==> src/rtl/regloop_pkg.sv <==
package regloop_pkg;

    typedef enum logic [2:0] {
        CMD_ADD   = 3'd0,
        CMD_COPY  = 3'd1,
        CMD_AND   = 3'd2,
        CMD_OR    = 3'd3,
        CMD_XOR   = 3'd4,
        CMD_PCINC = 3'd5,
        CMD_INDEX = 3'd6,
        CMD_NONE  = 3'd7
    } cmd_e;

    typedef enum logic [2:0] {
        ALU_ADD,
        ALU_PASSA,
        ALU_PASSB,
        ALU_AND,
        ALU_OR,
        ALU_XOR
    } alu_e;

    typedef enum logic [1:0] {
        CIN_FLAG,
        CIN_ONE,
        CIN_ZERO
    } cin_e;

    typedef enum logic [1:0] {
        ST_IDLE,
        ST_STEP,
        ST_FIX
    } state_e;

    localparam int unsigned IDX_PCL = 0;
    localparam int unsigned IDX_PCH = 1;

endpackage

==> src/rtl/regloop_ram.sv <==
module regloop_ram #(
    parameter int unsigned DW   = 8,
    parameter int unsigned IW   = 3,
    parameter int unsigned NREG = 6
) (
    input  logic          clk,
    input  logic          rst,
    input  logic [IW-1:0] raddr,
    output logic [DW-1:0] rdata,
    input  logic          we,
    input  logic [IW-1:0] waddr,
    input  logic [DW-1:0] wdata
);

    logic [DW-1:0] word_q [NREG];
    logic [NREG-1:0] wsel;

    // per-word write decode; indices at or above NREG select nothing
    for (genvar i = 0; i < NREG; i++) begin : g_wsel
        assign wsel[i] = we && (waddr == IW'(i));
    end

    always_ff @(posedge clk) begin
        for (int i = 0; i < NREG; i++) begin
            if (rst) begin
                word_q[i] <= '0;
            end else if (wsel[i]) begin
                word_q[i] <= wdata;
            end
        end
    end

    always_comb begin
        rdata = '0;
        for (int i = 0; i < NREG; i++) begin
            if (raddr == IW'(i)) begin
                rdata = word_q[i];
            end
        end
    end

endmodule

==> src/rtl/regloop_alu.sv <==
module regloop_alu
    import regloop_pkg::*;
#(
    parameter int unsigned DW = 8
) (
    input  alu_e          op,
    input  logic [DW-1:0] a,
    input  logic [DW-1:0] b,
    input  logic          cin,
    output logic [DW-1:0] y,
    output logic          cout
);

    logic [DW:0] sum;

    always_comb begin
        sum  = {1'b0, a} + {1'b0, b} + {{DW{1'b0}}, cin};
        cout = 1'b0;
        unique case (op)
            ALU_ADD: begin
                y    = sum[DW-1:0];
                cout = sum[DW];
            end
            ALU_PASSA: y = a;
            ALU_PASSB: y = b;
            ALU_AND:   y = a & b;
            ALU_OR:    y = a | b;
            ALU_XOR:   y = a ^ b;
            default:   y = a;
        endcase
    end

endmodule

==> src/rtl/regloop_seq.sv <==
module regloop_seq
    import regloop_pkg::*;
#(
    parameter int unsigned IW = 3
) (
    input  logic          clk,
    input  logic          rst,
    input  logic          cmd_valid,
    input  logic [2:0]    cmd_op,
    input  logic [IW-1:0] cmd_rs,
    input  logic [IW-1:0] cmd_rd,
    input  logic          cmd_src,
    input  logic          alu_cout,
    output logic          busy,
    output logic          done,
    output logic [IW-1:0] ram_raddr,
    output logic [IW-1:0] ram_waddr,
    output logic          ram_we,
    output alu_e          alu_op,
    output logic          b_from_latch,
    output cin_e          cin_mode,
    output logic          c_upd
);

    state_e        state_q, state_d;
    cmd_e          op_q;
    logic [IW-1:0] rs_q, rd_q;
    logic          src_q;
    logic          done_q;
    logic          accept;
    logic [IW-1:0] fix_tgt;

    assign accept = (state_q == ST_IDLE) && cmd_valid && (cmd_e'(cmd_op) != CMD_NONE);
    assign fix_tgt = (op_q == CMD_PCINC) ? IW'(IDX_PCH) : IW'(rd_q + 1'b1);

    // state register and command capture
    always_ff @(posedge clk) begin
        if (rst) begin
            state_q <= ST_IDLE;
            op_q    <= CMD_NONE;
            rs_q    <= '0;
            rd_q    <= '0;
            src_q   <= 1'b0;
            done_q  <= 1'b0;
        end else begin
            state_q <= state_d;
            done_q  <= (state_q != ST_IDLE) && (state_d == ST_IDLE);
            if (accept) begin
                op_q  <= cmd_e'(cmd_op);
                src_q <= cmd_src;
                if (cmd_e'(cmd_op) == CMD_PCINC) begin
                    rs_q <= IW'(IDX_PCL);
                    rd_q <= IW'(IDX_PCL);
                end else begin
                    rs_q <= cmd_rs;
                    rd_q <= cmd_rd;
                end
            end
        end
    end

    // outputs and next state
    always_comb begin
        state_d      = state_q;
        ram_raddr    = rs_q;
        ram_waddr    = rd_q;
        ram_we       = 1'b0;
        alu_op       = ALU_PASSA;
        b_from_latch = 1'b0;
        cin_mode     = CIN_ZERO;
        c_upd        = 1'b0;
        unique case (state_q)
            ST_IDLE: begin
                if (accept) begin
                    state_d = ST_STEP;              // accept
                end
            end
            ST_STEP: begin
                ram_we  = 1'b1;
                state_d = ST_IDLE;                  // finish
                unique case (op_q)
                    CMD_ADD: begin
                        alu_op       = ALU_ADD;
                        b_from_latch = src_q;
                        cin_mode     = CIN_FLAG;
                        c_upd        = 1'b1;
                    end
                    CMD_COPY: begin
                        alu_op       = src_q ? ALU_PASSB : ALU_PASSA;
                        b_from_latch = 1'b1;
                    end
                    CMD_AND: begin
                        alu_op       = ALU_AND;
                        b_from_latch = src_q;
                    end
                    CMD_OR: begin
                        alu_op       = ALU_OR;
                        b_from_latch = src_q;
                    end
                    CMD_XOR: begin
                        alu_op       = ALU_XOR;
                        b_from_latch = src_q;
                    end
                    CMD_PCINC: begin
                        alu_op   = ALU_ADD;
                        cin_mode = CIN_ONE;
                        c_upd    = 1'b1;
                        if (alu_cout) begin
                            state_d = ST_FIX;       // carry
                        end
                    end
                    CMD_INDEX: begin
                        alu_op       = ALU_ADD;
                        b_from_latch = 1'b1;
                        cin_mode     = CIN_ZERO;
                        c_upd        = 1'b1;
                        if (alu_cout) begin
                            state_d = ST_FIX;       // carry
                        end
                    end
                    default: begin
                        ram_we = 1'b0;
                    end
                endcase
            end
            ST_FIX: begin
                ram_raddr = fix_tgt;
                ram_waddr = fix_tgt;
                ram_we    = 1'b1;
                alu_op    = ALU_ADD;
                cin_mode  = CIN_ONE;
                c_upd     = 1'b1;
                state_d   = ST_IDLE;                // settle
            end
            default: state_d = ST_IDLE;
        endcase
    end

    assign busy = (state_q != ST_IDLE);
    assign done = done_q;

endmodule

==> src/rtl/regloop_datapath.sv <==
module regloop_datapath
    import regloop_pkg::*;
#(
    parameter int unsigned DW   = 8,
    parameter int unsigned IW   = 3,
    parameter int unsigned NREG = 6
) (
    input  logic          clk,
    input  logic          rst,
    input  logic          cmd_valid,
    input  logic [2:0]    cmd_op,
    input  logic [IW-1:0] cmd_rs,
    input  logic [IW-1:0] cmd_rd,
    input  logic          cmd_src,
    input  logic [DW-1:0] mem_data,
    input  logic          opnd_load,
    output logic          busy,
    output logic          done,
    output logic          flag_c,
    output logic          flag_z,
    output logic          flag_n,
    output logic [DW-1:0] alu_bus,
    output logic [DW-1:0] dout
);

    logic [IW-1:0] ram_raddr, ram_waddr;
    logic          ram_we;
    logic [DW-1:0] ram_rdata;
    alu_e          alu_op;
    logic          b_from_latch;
    cin_e          cin_mode;
    logic          c_upd;
    logic [DW-1:0] opnd_q, dout_q;
    logic [DW-1:0] alu_b, alu_y;
    logic          alu_cin, alu_cout;
    logic          fc_q, fz_q, fn_q;

    regloop_seq #(.IW(IW)) u_seq (
        .clk          (clk),
        .rst          (rst),
        .cmd_valid    (cmd_valid),
        .cmd_op       (cmd_op),
        .cmd_rs       (cmd_rs),
        .cmd_rd       (cmd_rd),
        .cmd_src      (cmd_src),
        .alu_cout     (alu_cout),
        .busy         (busy),
        .done         (done),
        .ram_raddr    (ram_raddr),
        .ram_waddr    (ram_waddr),
        .ram_we       (ram_we),
        .alu_op       (alu_op),
        .b_from_latch (b_from_latch),
        .cin_mode     (cin_mode),
        .c_upd        (c_upd)
    );

    regloop_ram #(.DW(DW), .IW(IW), .NREG(NREG)) u_ram (
        .clk   (clk),
        .rst   (rst),
        .raddr (ram_raddr),
        .rdata (ram_rdata),
        .we    (ram_we),
        .waddr (ram_waddr),
        .wdata (alu_y)
    );

    assign alu_b = b_from_latch ? opnd_q : '0;

    always_comb begin
        unique case (cin_mode)
            CIN_FLAG: alu_cin = fc_q;
            CIN_ONE:  alu_cin = 1'b1;
            default:  alu_cin = 1'b0;
        endcase
    end

    regloop_alu #(.DW(DW)) u_alu (
        .op   (alu_op),
        .a    (ram_rdata),
        .b    (alu_b),
        .cin  (alu_cin),
        .y    (alu_y),
        .cout (alu_cout)
    );

    // operand latch: only the load strobe changes it
    always_ff @(posedge clk) begin
        if (rst) begin
            opnd_q <= '0;
        end else if (opnd_load) begin
            opnd_q <= mem_data;
        end
    end

    // flags and data-out latch follow each write-back
    always_ff @(posedge clk) begin
        if (rst) begin
            fc_q   <= 1'b0;
            fz_q   <= 1'b0;
            fn_q   <= 1'b0;
            dout_q <= '0;
        end else if (ram_we) begin
            fz_q   <= (alu_y == '0);
            fn_q   <= alu_y[DW-1];
            dout_q <= alu_y;
            if (c_upd) begin
                fc_q <= alu_cout;
            end
        end
    end

    assign flag_c  = fc_q;
    assign flag_z  = fz_q;
    assign flag_n  = fn_q;
    assign alu_bus = alu_y;
    assign dout    = dout_q;

endmodule

==> config.mk <==
export PLATFORM = sky130hd
export DESIGN_NAME = regloop_datapath
export DESIGN_NICKNAME = d
export VERILOG_FILES = /design/src/rtl/regloop_pkg.sv /design/src/rtl/regloop_ram.sv /design/src/rtl/regloop_alu.sv /design/src/rtl/regloop_seq.sv /design/src/rtl/regloop_datapath.sv
export SDC_FILE = /design/constraint.sdc
export NUM_CORES = 1
export LEC_CHECK = 0
export CELL_PAD_IN_SITES_DETAIL_PLACEMENT = 1
export CELL_PAD_IN_SITES_GLOBAL_PLACEMENT = 1
export CORE_MARGIN = 2
export CORE_UTILIZATION = 40
export DETAILED_ROUTE_END_ITERATION = 7
export PLACE_DENSITY = 0.69
export SYNTH_ARGS = -nofsm -noshare
export SYNTH_HDL_FRONTEND = slang
export SYNTH_HIERARCHICAL = 1
export SYNTH_SLANG_ARGS = --single-unit
==> constraint.sdc <==
create_clock -name clk -period 7.3 [get_ports clk]
set_clock_uncertainty 0.15 [all_clocks]
set_input_delay 1.46 -clock clk [delete_from_list [all_inputs] [get_ports clk]]
set_output_delay 1.46 -clock clk [all_outputs]
set_load 0.03 [all_outputs]
; Word-level counts from Yosys, hierarchy flattened
; Memories as Yosys holds them, arrays and structs flattened.
; Index checks and enable logic that the tools add are counted.
[word_totals]
out_inout_bits = 21
ff_bits = 32
mem_count = 1
ram_bits = 48
inputBits = 22
[op_classes]
eq_ne = 25
addsub = 3
bitwise = 9
muxes = 56
reduce_logical = 24
[memory_table]
columns = name, depth, word_bits, rd, rd_ports_with_merged_regs, wr, line
row1 = u_ram.word_q, 6, 8, 6, 0, 6, regloop_ram.sv:15  ; logic [DW-1:0] word_q [NREG];
[op_table]
columns = cell, count
row1 = 2-to-1 mux 8 bit, 13
row2 = case mux 8 bit (5 select lines), 1
row3 = "equality test 3 bit, second input constant", 10
row4 = "equality test 3 x 2 -> 1 bit, second input constant", 8
row5 = 2-to-1 mux 1 bit, 24
row6 = 2-to-1 mux 3 bit, 5
row7 = case mux 3 bit (5 select lines), 1
row8 = logical NOT 3 bit, 4
row9 = case mux 2 bit (2 select lines), 3
row10 = adder 8 x 8 -> 9 bit, 1
row11 = adder 9 x 1 -> 9 bit, 1
row12 = "equality test 3 x 1 -> 1 bit, second input constant", 3
row13 = logical AND 1 bit, 9
row14 = bitwise AND 8 bit, 1
row15 = logical NOT 8 bit, 1
row16 = 2-to-1 mux 2 bit, 4
row17 = OR 8 bit, 1
row18 = case mux 1 bit (2 select lines), 4
row19 = XOR 8 bit, 1
row20 = OR reduction 7 bit, 1
row21 = logical NOT 2 bit, 3
row22 = OR 1 bit, 6
row23 = case mux 3 bit (2 select lines), 1
row24 = "equality test 2 x 1 -> 1 bit, second input constant", 2
row25 = 8 further kinds, 9

; Logic depth before layout (Yosys ltp)
[depth]
ltp_word = 18
mapped_depth = 19
ltp_nobuf = 17

; Hierarchy
; The synthesis kept the hierarchy.
[by_module_without_submodules]
columns = mod, cells_per_inst, n_inst, seq_area_each_um2, area_per_inst_um2
row1 = regloop_ram, 164, 1, 1441.4, 2341.0
row2 = regloop_seq, 116, 1, 260.2, 970.9
row3 = regloop_alu, 136, 1, 0.0, 883.3
row4 = regloop_datapath, 73, 1, 360.3, 730.7

; Least setup slack after synthesis
; Ideal clock, no wire load.
[synth_path]
path_type = register -> output
from = reg u_seq.state_q[0]
to = out alu_bus[6]
path_slack_ns = 1.395
required_time_ns = 5.690
arrival_time_ns = 4.295
stages_incl_launch_ff = 17
cell_sequence = dfxtp_1 > inv_1 > ha_1 > clkbuf_1 > nand3_1 > o21ai_0 > clkbuf_1 > nor2_1 > a221oi_1 > fa_1 > inv_1 > fa_1 > nand2b_1 > a21oi_2 > o21a_1 > nor3_1 > o32ai_1
[synth_between]
elab_chain_cells = 12
elab_cells_between_ends = 33
[synth_lines]
columns = item, line
row1 = "start, declared", regloop_seq.sv:25  ; state_e state_q, state_d;
row2 = "start signal, assigned", regloop_seq.sv:46  ; state_q <= state_d;
row3 = equality test 2 bit *, regloop_seq.sv:72  ; unique case (state_q)
row4 = 2-to-1 mux 3 bit *, regloop_seq.sv:72
row5 = named net ram_raddr[1], regloop_datapath.sv:26  ; logic [IW-1:0] ram_raddr, ram_waddr;
row6 = logical NOT 3 bit, regloop_ram.sv:36  ; if (raddr == IW'(i)) begin
row7 = 2-to-1 mux 8 bit (5 in a row), regloop_ram.sv:36
row8 = 2-to-1 mux 8 bit *, regloop_ram.sv:36
row9 = named net ram_rdata[0], regloop_datapath.sv:28  ; logic [DW-1:0] ram_rdata;
row10 = adder 8 x 8 -> 9 bit *, regloop_alu.sv:17  ; sum = {1'b0, a} + {1'b0, b} + {{DW{1'b0}}, cin};
row11 = adder 9 x 1 -> 9 bit *, regloop_alu.sv:17
row12 = case mux 8 bit (5 select lines) *, regloop_alu.sv:19  ; unique case (op)
row13 = "end, declared", regloop_datapath.sv:22  ; output logic [DW-1:0] alu_bus,
; The timed path passes the listed nets; every way through them passes the cells marked *.

; Worst setup path after layout
[layout_path]
from = reg u_seq.state_q[0]
to = out alu_bus[4]
; Same word-level chain as after synthesis.

==> out/qor.txt <==
status - complete, no violations
DPL Wire Length - 9790 um
IO Count - 43
crit path kind - reg -> out
full die area - 13200 um^2
total wire length - 13200 um
Final Power - 1.25 mW
antenna viol nets, final - 0
ANT cells - 0
drt pass-1 iters - 4
Root Driver - clkbuf_16
nets - 571
routed len/inst - 19.4 um
CTS max path bufs - 2
Worst Setup Start Kind - flop
Post-synth EDFFs - 48
Crit Path Max Fanout - 24
PwrDens - 217 nW/um^2
syn_nets - 533
VDD IR max - 0.000120 V
area of the multi-input gates - 2590 um^2
row count - 40
Syn Area/Cell - 10.1 um^2
CTS H-tree depth - 3
slew of the pin with the lowest slew margin - 0.998 ns
register area - 2060 um^2
final worst-path cycle share - 0.912
vias per std cell - 5.49
initial antenna violation count - 0
IO Port Bufs - 42
RSZ-0062 raised after global routing - false
ranking of synthesized cells by area - edfxtp_1, dfxtp_1, mux2i_1
Initial Util - 0.410
reg-to-reg startpoint - u_seq/state_q[0]$_SDFF_PP0_
most frequent cells in the layout - and2_1, edfxtp_1, mux2i_1, nor2_1, clkdlybuf4s50_1
fill count - 1341
Final Hold Fails - 0
Synth top area share - 0.293
fmax - 150 MHz
post-cts hold buffer count - 0
CP Capture Point - alu_bus[4]
worst reg2reg path depth - 19
FF-to-FF setup slack - 2.08 ns
CORE AREA - 12000 um^2
Hold Crit Class - reg -> reg
GPL Wtd Cong - 0.830
die width - 115 um
Syn Inst Count - 489
Setup Total Neg Slack - 0 ns
dominant synthesized flop cell - edfxtp_1
Reg clk slew, reported paths - 0.06 ns
cell area after synthesis - 4930 um^2
CTS sink cnt - 79
Total GRT Usage - 0.211
first-pass GRT wire length - 21200 um
Slew Viols, Final - 0
Final min period - 6.66 ns
FFs w/ async S/R, synth - 0
WP data required - 5.69 ns
number of remaining DRC errors - 0
Yosys Warn Count - 6
Seq/Total Area, Yosys - 0.419
cts bufs inserted - 9
Layout area overhead - 17.5%
DR iter-0 viols - 186
CTS tree - yes
max-cap violation count - 0
Worst Setup SP - u_seq/state_q[0]$_SDFF_PP0_
worst flop-to-flop path endpoint - flag_z$_SDFFE_PP0P_
share of cells above drive strength 1 - 0.118
Worst Slack Setup Final - 0.645 ns
most common cell after layout, fill and taps aside - and2_1
number of global-route vias before repair - 3957
grt ovf - 0
post-synth cell types - 63
Setup Fix Bufs, Post-CTS - 0
critical path capture point type - output pin
via count - 3731
worst skew pair latency - 0.34 ns
Worst Path Arrival - 5.05 ns
Die Y - 115 um
CTS-repair resized insts - 0
pin count of the biggest net entering global routing - 52
Worst slew margin - 0.335
Finish-stage setup viols - 0
area leader, netlist - edfxtp_1
leakage - 2.17 nW
worst slack, placed - 0.588 ns
flops & latches, synth - 79
## where the power goes
part	internal, mW	switching [mW]	leakage, nW
Sequential	0.489	0.0109	0.749
Clock	0.304	0.189	0.158
Combinational	0.102	0.159	1.27
Total	0.896	0.358	2.17
## synthesized netlist by cell type, types with 7 or more instances
| library cell | number |
|---|---|
| buf_4 | 8 |
| inv_1 | 29 |
| mux2i_1 | 47 |
| o21ai_0 | 21 |
| and2_1 | 57 |
| ha_1 | 20 |
| clkbuf_1 | 7 |
| nor2_1 | 46 |
| a221oi_1 | 8 |
| buf_2 | 8 |
| o21a_1 | 12 |
| edfxtp_1 | 48 |
| dfxtp_1 | 31 |
| nor2b_1 | 12 |
| nor3b_1 | 7 |
| a21oi_1 | 22 |
| nor3_1 | 11 |
## state kept, by name, summed over array words and instances, names as in the netlist
signal,cells
u_seq/rd_q,3
flag_z,1
u_seq/rs_q,3
dout,8
u_seq/src_q,1
opnd_q,8
u_seq/op_q,3
u_seq/state_q,2
flag_c,1
u_ram/word_q,48
u_seq/done,1
## per-stage QoR
step | hold WS (ns) | cell area (um^2) | cells | util
finish | 0.342 | 5790 | 679 | 0.482
global route | 0.379 | 5790 | 679 | 0.482
CTS | 0.349 | 5780 | 679 | 0.481
detailed placement | 0.334 | 5450 | 663 | 0.454
global placement | 0.326 | 5450 | 663 | 0.454
floorplan | 0.302 | 4930 | 489 | -
## worst min-delay path by stage
stage,from,end,cells after the start
after floorplan,opnd_q[0]$_SDFFE_PP0P_,opnd_q[0]$_SDFFE_PP0P_,2
after global placement,dout[0]$_SDFFE_PP0P_,dout[0]$_SDFFE_PP0P_,2
after detailed placement,opnd_q[5]$_SDFFE_PP0P_,opnd_q[5]$_SDFFE_PP0P_,2
after CTS,opnd_q[5]$_SDFFE_PP0P_,opnd_q[5]$_SDFFE_PP0P_,2
after global routing,opnd_q[5]$_SDFFE_PP0P_,opnd_q[5]$_SDFFE_PP0P_,2
final,opnd_q[4]$_SDFFE_PP0P_,opnd_q[4]$_SDFFE_PP0P_,2
## layer usage
metal | share of wire | vias up | track usage
met1 | 0.44 | 1822 | 0.265
met4 | 0.026 | 0 | 0.0827
li1 | - | 1809 | -
met5 | 0 | - | 0
met2 | 0.50 | 72 | 0.361
met3 | 0.034 | 28 | 0.0348
## cell type report
| cell class | count | area share |
|---|---|---|
| multi-input combinational | 351 | 0.447 |
| sequential | 79 | 0.356 |
| timing repair buffer | 55 | 0.0882 |
| clock buffer | 9 | 0.0389 |
| tap | 147 | 0.0318 |
| inverter | 31 | 0.0201 |
| clock inverter | 7 | 0.0182 |
## worst max-delay path, cell delays in order (launching register included)
cell	delay, ns
dfxtp_1	0.36
inv_1	0.07
ha_1	0.35
and2_1	0.24
a21oi_2	0.13
buf_4	0.40
mux2i_1	0.18
o21a_1	0.21
a221oi_2	0.37
fa_1	0.34
inv_1	0.08
fa_1	0.39
nand2b_1	0.21
a21oi_1	0.16
o21ai_0	0.09
a21oi_1	0.20
buf_4	0.21
clkdlybuf4s50_1	0.68
## kinds of logic (layout without fill, tap and decap cells)
family,count (synthesis),count (layout),synth area share
muxes,53,53,0.114
and+or+nand+nor,167,167,0.198
adders and majority gates,22,22,0.0589
xor gates and xnor gates,4,4,0.00711
AOI/OAI and AO/OA,105,105,0.145
DFF,79,79,0.419
buffers and inverters,59,102,0.0592
(Power assumes the default switching activity.)
